`src/rtl/scl_pkg.sv`:
```
package scl_pkg;
    localparam int FRAME_BITS  = 72;
    localparam int BYTE_W      = 8;
    localparam int NUM_BYTES   = FRAME_BITS / BYTE_W;
    localparam int PAYLOAD_LSB = 16;
    localparam int PAYLOAD_W   = FRAME_BITS - PAYLOAD_LSB;
    localparam int CNT_W       = $clog2(FRAME_BITS + 2);

    localparam logic [BYTE_W-1:0] CAT_CTRL = 8'h00;
    localparam logic [BYTE_W-1:0] CAT_ADJ  = 8'h01;

    localparam int IMM_SYNC_EN = 36;
    localparam int IMM_PWR_LO  = 46;
    localparam int IMM_PWR_HI  = 47;

    localparam logic [PAYLOAD_W-1:0] IMM_MASK =
        (PAYLOAD_W'(1) << IMM_SYNC_EN) |
        (PAYLOAD_W'(1) << IMM_PWR_LO)  |
        (PAYLOAD_W'(1) << IMM_PWR_HI);

    typedef struct packed {
        logic [PAYLOAD_W-1:0] ctrl;
        logic [PAYLOAD_W-1:0] adj;
        logic [PAYLOAD_W-1:0] pend;
        logic                 pend_adj;
        logic                 pend_vld;
        logic                 load_ok;
    } loader_st_t;
endpackage

```
`src/rtl/scl_line_sync.sv`:
```
module scl_line_sync #(
    parameter int STAGES = 2
) (
    input  logic clk,
    input  logic rst_n,
    input  logic data_i,
    input  logic sclk_i,
    input  logic strb_i,
    input  logic hs_i,
    output logic data_o,
    output logic strb_o,
    output logic sclk_rise_o,
    output logic strb_rise_o,
    output logic strb_fall_o,
    output logic hs_fall_o
);
    localparam int W = 4;

    logic [W-1:0] chain_d [STAGES];
    logic [W-1:0] chain_q [STAGES];
    logic [2:0]   prev_d, prev_q;
    logic [W-1:0] last;

    always_comb begin
        chain_d[0] = {hs_i, strb_i, sclk_i, data_i};
        for (int s = 1; s < STAGES; s++) begin
            chain_d[s] = chain_q[s-1];
        end
        last   = chain_q[STAGES-1];
        prev_d = last[3:1];
    end

    generate
        for (genvar g = 0; g < STAGES; g++) begin : g_stage
            always_ff @(posedge clk or negedge rst_n) begin
                if (!rst_n) chain_q[g] <= 4'b1110;
                else        chain_q[g] <= chain_d[g];
            end
        end
    endgenerate

    always_ff @(posedge clk or negedge rst_n) begin
        if (!rst_n) prev_q <= 3'b110;
        else        prev_q <= prev_d;
    end

    assign data_o      = last[0];
    assign strb_o      = last[2];
    assign sclk_rise_o = last[1] & ~prev_q[0];
    assign strb_rise_o = last[2] & ~prev_q[1];
    assign strb_fall_o = ~last[2] & prev_q[1];
    assign hs_fall_o   = ~last[3] & prev_q[2];
endmodule

```
`src/rtl/scl_frame_shifter.sv`:
```
module scl_frame_shifter #(
    parameter int W  = 72,
    parameter int CW = 7
) (
    input  logic          clk,
    input  logic          rst_n,
    input  logic          clr_i,
    input  logic          shift_i,
    input  logic          bit_i,
    output logic [W-1:0]  frame_o,
    output logic [CW-1:0] count_o
);
    localparam logic [CW-1:0] CNT_MAX = CW'(W + 1);

    logic [W-1:0]  sr_d, sr_q;
    logic [CW-1:0] cnt_d, cnt_q;

    always_comb begin
        sr_d  = sr_q;
        cnt_d = cnt_q;
        if (clr_i) begin
            cnt_d = '0;
        end else if (shift_i) begin
            sr_d = {bit_i, sr_q[W-1:1]};
            if (cnt_q != CNT_MAX) cnt_d = cnt_q + 1'b1;
        end
    end

    always_ff @(posedge clk or negedge rst_n) begin
        if (!rst_n) begin
            sr_q  <= '0;
            cnt_q <= '0;
        end else begin
            sr_q  <= sr_d;
            cnt_q <= cnt_d;
        end
    end

    assign frame_o = sr_q;
    assign count_o = cnt_q;

    p_count_bound_r1: assert property (@(posedge clk) disable iff (!rst_n)
        cnt_q <= CNT_MAX);
endmodule

```
`src/rtl/scl_frame_check.sv`:
```
module scl_frame_check
    import scl_pkg::*;
#(
    parameter logic [BYTE_W-1:0] CHIP_ID = 8'h81
) (
    input  logic [FRAME_BITS-1:0] frame_i,
    input  logic [CNT_W-1:0]      count_i,
    input  logic                  bypass_i,
    output logic                  ok_o,
    output logic                  is_adj_o
);
    logic [BYTE_W-1:0] bytes [NUM_BYTES];
    logic [BYTE_W-1:0] sum;
    logic              id_ok, cat_ok, len_ok, sum_ok;

    generate
        for (genvar b = 0; b < NUM_BYTES; b++) begin : g_byte
            assign bytes[b] = frame_i[b*BYTE_W +: BYTE_W];
        end
    endgenerate

    always_comb begin
        sum = '0;
        for (int b = 0; b < NUM_BYTES; b++) sum = sum + bytes[b];
        id_ok    = (bytes[0] == CHIP_ID);
        cat_ok   = (bytes[1] == CAT_CTRL) || (bytes[1] == CAT_ADJ);
        len_ok   = (count_i == CNT_W'(FRAME_BITS));
        sum_ok   = (sum == '0) || bypass_i;
        is_adj_o = (bytes[1] == CAT_ADJ);
        ok_o     = id_ok && cat_ok && len_ok && sum_ok;
    end
endmodule

```
`src/rtl/serial_cfg_loader.sv`:
```
module serial_cfg_loader
    import scl_pkg::*;
#(
    parameter logic [BYTE_W-1:0] CHIP_ID     = 8'h81,
    parameter int                SYNC_STAGES = 2
) (
    input  logic                 clk,
    input  logic                 rst_n,
    input  logic                 ser_data,
    input  logic                 ser_clk,
    input  logic                 ser_strobe,
    input  logic                 cksum_bypass,
    input  logic                 hsync,
    input  logic                 readout_line,
    input  logic                 long_expose,
    output logic [PAYLOAD_W-1:0] ctrl_bank,
    output logic [PAYLOAD_W-1:0] adj_bank,
    output logic                 load_ok
);
    logic                  data_s, strb_s;
    logic                  sclk_rise, strb_rise, strb_fall, hs_fall;
    logic [FRAME_BITS-1:0] frame;
    logic [CNT_W-1:0]      count;
    logic                  frame_ok, frame_adj;
    logic [PAYLOAD_W-1:0]  payload;
    logic                  commit, clash;
    loader_st_t            st_d, st_q;

    scl_line_sync #(.STAGES(SYNC_STAGES)) u_sync (
        .clk(clk), .rst_n(rst_n),
        .data_i(ser_data), .sclk_i(ser_clk), .strb_i(ser_strobe), .hs_i(hsync),
        .data_o(data_s), .strb_o(strb_s),
        .sclk_rise_o(sclk_rise), .strb_rise_o(strb_rise),
        .strb_fall_o(strb_fall), .hs_fall_o(hs_fall)
    );

    scl_frame_shifter #(.W(FRAME_BITS), .CW(CNT_W)) u_shift (
        .clk(clk), .rst_n(rst_n),
        .clr_i(strb_rise | strb_fall),
        .shift_i(sclk_rise & ~strb_s),
        .bit_i(data_s),
        .frame_o(frame), .count_o(count)
    );

    scl_frame_check #(.CHIP_ID(CHIP_ID)) u_check (
        .frame_i(frame), .count_i(count), .bypass_i(cksum_bypass),
        .ok_o(frame_ok), .is_adj_o(frame_adj)
    );

    assign payload = frame[FRAME_BITS-1:PAYLOAD_LSB];

    always_comb begin
        st_d         = st_q;
        st_d.load_ok = 1'b0;
        commit       = hs_fall && readout_line && !long_expose && st_q.pend_vld;
        if (commit) begin
            if (st_q.pend_adj) st_d.adj  = st_q.pend;
            else               st_d.ctrl = st_q.pend;
            st_d.pend_vld = 1'b0;
        end
        clash = st_d.pend_vld && (st_d.pend_adj != frame_adj);
        if (strb_rise && frame_ok && !clash) begin
            st_d.pend     = payload;
            st_d.pend_adj = frame_adj;
            st_d.pend_vld = 1'b1;
            st_d.load_ok  = 1'b1;
            if (!frame_adj) st_d.ctrl = (st_d.ctrl & ~IMM_MASK) | (payload & IMM_MASK);
        end
    end

    always_ff @(posedge clk or negedge rst_n) begin
        if (!rst_n) st_q <= '0;
        else        st_q <= st_d;
    end

    assign ctrl_bank = st_q.ctrl;
    assign adj_bank  = st_q.adj;
    assign load_ok   = st_q.load_ok;

    p_single_pulse_r10: assert property (@(posedge clk) disable iff (!rst_n)
        load_ok |=> !load_ok);
    p_accept_at_strobe_r1: assert property (@(posedge clk) disable iff (!rst_n)
        load_ok |-> $past(strb_rise));
    p_ctrl_hold_r6: assert property (@(posedge clk) disable iff (!rst_n)
        (!hs_fall && !strb_rise) |=> $stable(ctrl_bank));
    p_adj_hold_r6: assert property (@(posedge clk) disable iff (!rst_n)
        !hs_fall |=> $stable(adj_bank));
    p_expose_block_r9: assert property (@(posedge clk) disable iff (!rst_n)
        long_expose |=> $stable(adj_bank));
    p_bank_lock_r8: assert property (@(posedge clk) disable iff (!rst_n)
        (st_q.pend_vld && !hs_fall) |=> (st_q.pend_vld && $stable(st_q.pend_adj)));
endmodule

```
`config.mk`:
```
export PLATFORM = sky130hd
export DESIGN_NAME = serial_cfg_loader
export DESIGN_NICKNAME = d
export VERILOG_FILES = /design/src/rtl/scl_pkg.sv /design/src/rtl/scl_line_sync.sv /design/src/rtl/scl_frame_shifter.sv /design/src/rtl/scl_frame_check.sv /design/src/rtl/serial_cfg_loader.sv
export SDC_FILE = /design/constraint.sdc
export NUM_CORES = 1
export LEC_CHECK = 0
export ABC_AREA = 1
export CAP_MARGIN = 20
export CORE_MARGIN = 1.5
export CORE_UTILIZATION = 45
export CTS_BUF_LIST = sky130_fd_sc_hd__clkbuf_4
export DETAILED_ROUTE_END_ITERATION = 8
export PLACE_DENSITY_LB_ADDON = 0.3
export SYNTH_ARGS = -nofsm -noshare
export SYNTH_HDL_FRONTEND = slang
export SYNTH_SLANG_ARGS = --single-unit
```
`constraint.sdc`:
```
create_clock -name clk -period 5.1 [get_ports clk]
set_input_delay 1.275 -clock clk [delete_from_list [all_inputs] [get_ports clk]]
set_output_delay 1.275 -clock clk [all_outputs]
set_load 0.05 [all_outputs]
```
==> flow_summary.json <==
{
  "outcome": "completed",
  "period_share_pct": 92.8,
  "vias": 7444,
  "ys_ff_latch": 261,
  "cp.required_ns": 5.60,
  "syn_area_um2": 12300,
  "grt_max_degree": 145,
  "drc_errors": 0,
  "final_max_slew_viol_count": 0,
  "startpoint": "u_shift.frame_o[50]",
  "cp_slowest_stage_delay_ns": 0.57,
  "yosysWarningCount": 0,
  "antenna_found_initial": 1,
  "fin_nets": 1254,
  "post_cts_buffers": 0,
  "finalClockSkew_ns": 0.0345,
  "synth_compound_area_share_pct": 6.09,
  "grt_pass1_wl_um": 38600,
  "drtPass1Iterations": 5,
  "die_x_um": 169,
  "design_area_um2": 14000,
  "path_class": "flop to flop",
  "insertion_delay_ns": 0.65,
  "ant_nets": 0,
  "yosysSeqAreaShare_pct": 53.0,
  "synth_top_family_by_area": "buffers and inverters",
  "grt_overflow": 0,
  "wl_um": 22400,
  "final_common_cell": "dfrtp_1",
  "synthAdderAreaFrac_pct": 8.52,
  "netlist.area_leader.share_pct": 51.3,
  "met1Wirelength_um": 10800,
  "finalCriticalPeriod_ns": 4.73,
  "port_buffers": 121,
  "topRoutingLayerUsed": "met4",
  "fillers": 2375,
  "worstPathCellList": "fa_1 > inv_1 > fa_1 > fa_1 > fa_1 > inv_1 > ha_1 > inv_1 > fa_1 > o21ai_0 > nand2_1 > nand2_1 > inv_1 > nand2_1 > nand3_1 > nor3_2 > nand3_2 > nand2_2 > nand3_4 > buf_6 > nand2_1 > o21ai_1",
  "viasPerCell": 4.73,
  "die_h_um": 169,
  "synth.distinct_cells": 33,
  "cap_violations": 0,
  "grt_pass1_vias": 7682,
  "start_util_pct": 45.8,
  "final_hold_viol_count": 0,
  "tritoncts": "done",
  "place.gp.congestion": 0.826,
  "drive_gt1_share_pct": 21.8,
  "post-dp-hpwl_um": 15600,
  "relSlewSlack_pct": 38.4,
  "drt_iter0_markers": 430,
  "cts_sinks": 261,
  "hp-class": "flop to flop",
  "cp_max_fo": 50,
  "fmax_mhz": 211,
  "rsz0062_at_grt": "false",
  "grt_use_total_pct": 17.0,
  "cts_max_level": 3,
  "wl_met2_um": 10100,
  "p_leak_nw": 6.52,
  "wl_per_cell_um": 14.3,
  "arrival_ns": 5.23,
  "mostFrequentLayoutCells": "dfrtp_1, nand2_1, inv_1, clkdlybuf4s50_1, mux2_2",
  "finalSetupViolCount": 0,
  "irDropWorstVdd_uv": 244,
  "synth-simple-area-share_pct": 8.48,
  "synth_cells": 1135,
  "syn_to_final_growth_pct": 13.4,
  "die-area_um2": 28400,
  "io_pins": 122,
  "regToRegStartpoint": "u_shift.frame_o[50]",
  "crit_top_cell": "fa_1",
  "numCtsBuffers": 71,
  "synth.largest_area_cell": "dfrtp_1",
  "end_kind": "flop",
  "cts_hold_buf": 0,
  "synth.area.top_cells": "dfrtp_1, mux2_2, fa_1, buf_4, nand2_1",
  "clk_pin_slew_ns": 0.07,
  "synthMuxAreaShare_pct": 10.2,
  "core-area_um2": 27000,
  "clk_path_buf_depth": 3,
  "min-delay-start": "u_sync.chain_d[3]",
  "worstMarginPinSlew_ns": 0.924,
  "synthXorXnorAreaFrac_pct": 0.355,
  "std_cell_rows": 60,
  "cts_root_buf": "clkbuf_4",
  "synth_nets": 1201,
  "power.density_nw_per_um2": 308,
  "start_kind": "flop",
  "wl_met3_um": 1040,
  "slowest_stage": "fa_1",
  "fin_setup_tns_ns": 0,
  "syn_area_per_cell_um2": 10.9,
  "post_dp_cell_area_um2": 13100
}
-- through the flow --
step | power, mW | instances | utilization, % | setup slack (ns) | hold slack [ns]
finish | 4.31 | 1573 | 51.9 | 0.368 | 0.344
global route | 4.58 | 1573 | 51.9 | 0.0649 | 0.332
CTS | 4.39 | 1571 | 51.8 | 0.214 | 0.329
detailed placement | 2.52 | 1455 | 48.5 | 0.239 | 0.335
global placement | 2.51 | 1455 | 48.5 | 0.343 | 0.333
floorplan | 2.40 | 1135 | - | 0.656 | 0.331
-- synthesized netlist by cell type (all sizes together) --
library cell / instances
nand3: 16
o21ai: 134
fa: 45
nand2: 191
buf: 133
ha: 12
dfstp: 8
a21o: 1
a21oi: 7
nor3: 7
xnor2: 2
xor2: 3
inv: 156
nor2: 21
mux2: 112
and3b: 1
dfrtp: 253
nand4: 10
nor4b: 1
or2: 2
nor3b: 1
clkbuf: 19
-- cell families after synthesis --
logic type / count (synthesis)
adder cells (fa/ha/maj): 57
XOR/XNOR: 5
AND/OR/NAND/NOR: 250
AO/OA/AOI/OAI: 142
buffers and inverters: 308
multiplexers: 112
flip-flops: 261
-- metal layers --
metal | vias to the layer above | track usage (%)
met2 | 175 | 26.1
met1 | 3608 | 23.8
met4 | 0 | 6.79
met3 | 40 | 3.58
li1 | 3621 | -
met5 | - | 0
-- critical path, delay by kind of cell, from the launching register on --
kind	cells	cell delay [ns]
simple gates	9	0.80
buf+inv	5	0.48
fa+ha+maj	6	2.61
flops	1	0.41
compound gates	2	0.24
-- cell type report --
type / instances / area (µm²) / share of cell area [%]
flip-flops and latches: 261 / 6540 / 46.8
multi-input cells: 566 / 4190 / 29.9
repair buffers: 132 / 1370 / 9.76
clock buffers: 104 / 781 / 5.58
inverters: 156 / 586 / 4.19
well taps: 341 / 427 / 3.05
clock inverters: 12 / 100 / 0.716
diodes: 1 / 2.50 / 0.0179
-- power by group --
group / switching (mW) / internal, mW / leakage [nW]
clock network: 0.800 / 1.03 / 0.535
logic: 0.215 / 0.120 / 2.39
registers: 0.0400 / 2.11 / 3.59
total: 1.06 / 3.26 / 6.52
-- path summary, 6_finish.rpt --
check                                 end  slack (ns)  depth (start not counted)
min in group asynchronous       async pin        0.69                          1
min reg2reg                u_sync.last[3]        0.34                          0
max                              st_q[36]        0.37                         22
max in group asynchronous       async pin        3.44                          2
max reg2reg                      st_q[36]        0.37                         22
min                        u_sync.last[3]        0.34                          0
-- timing repair --
action / CTS / global route
gates resized for setup: 0 / 2
hold endpoints to repair: 0 / 0
endpoints found under the setup margin: 0 / 25
(Power assumes the default switching activity.)
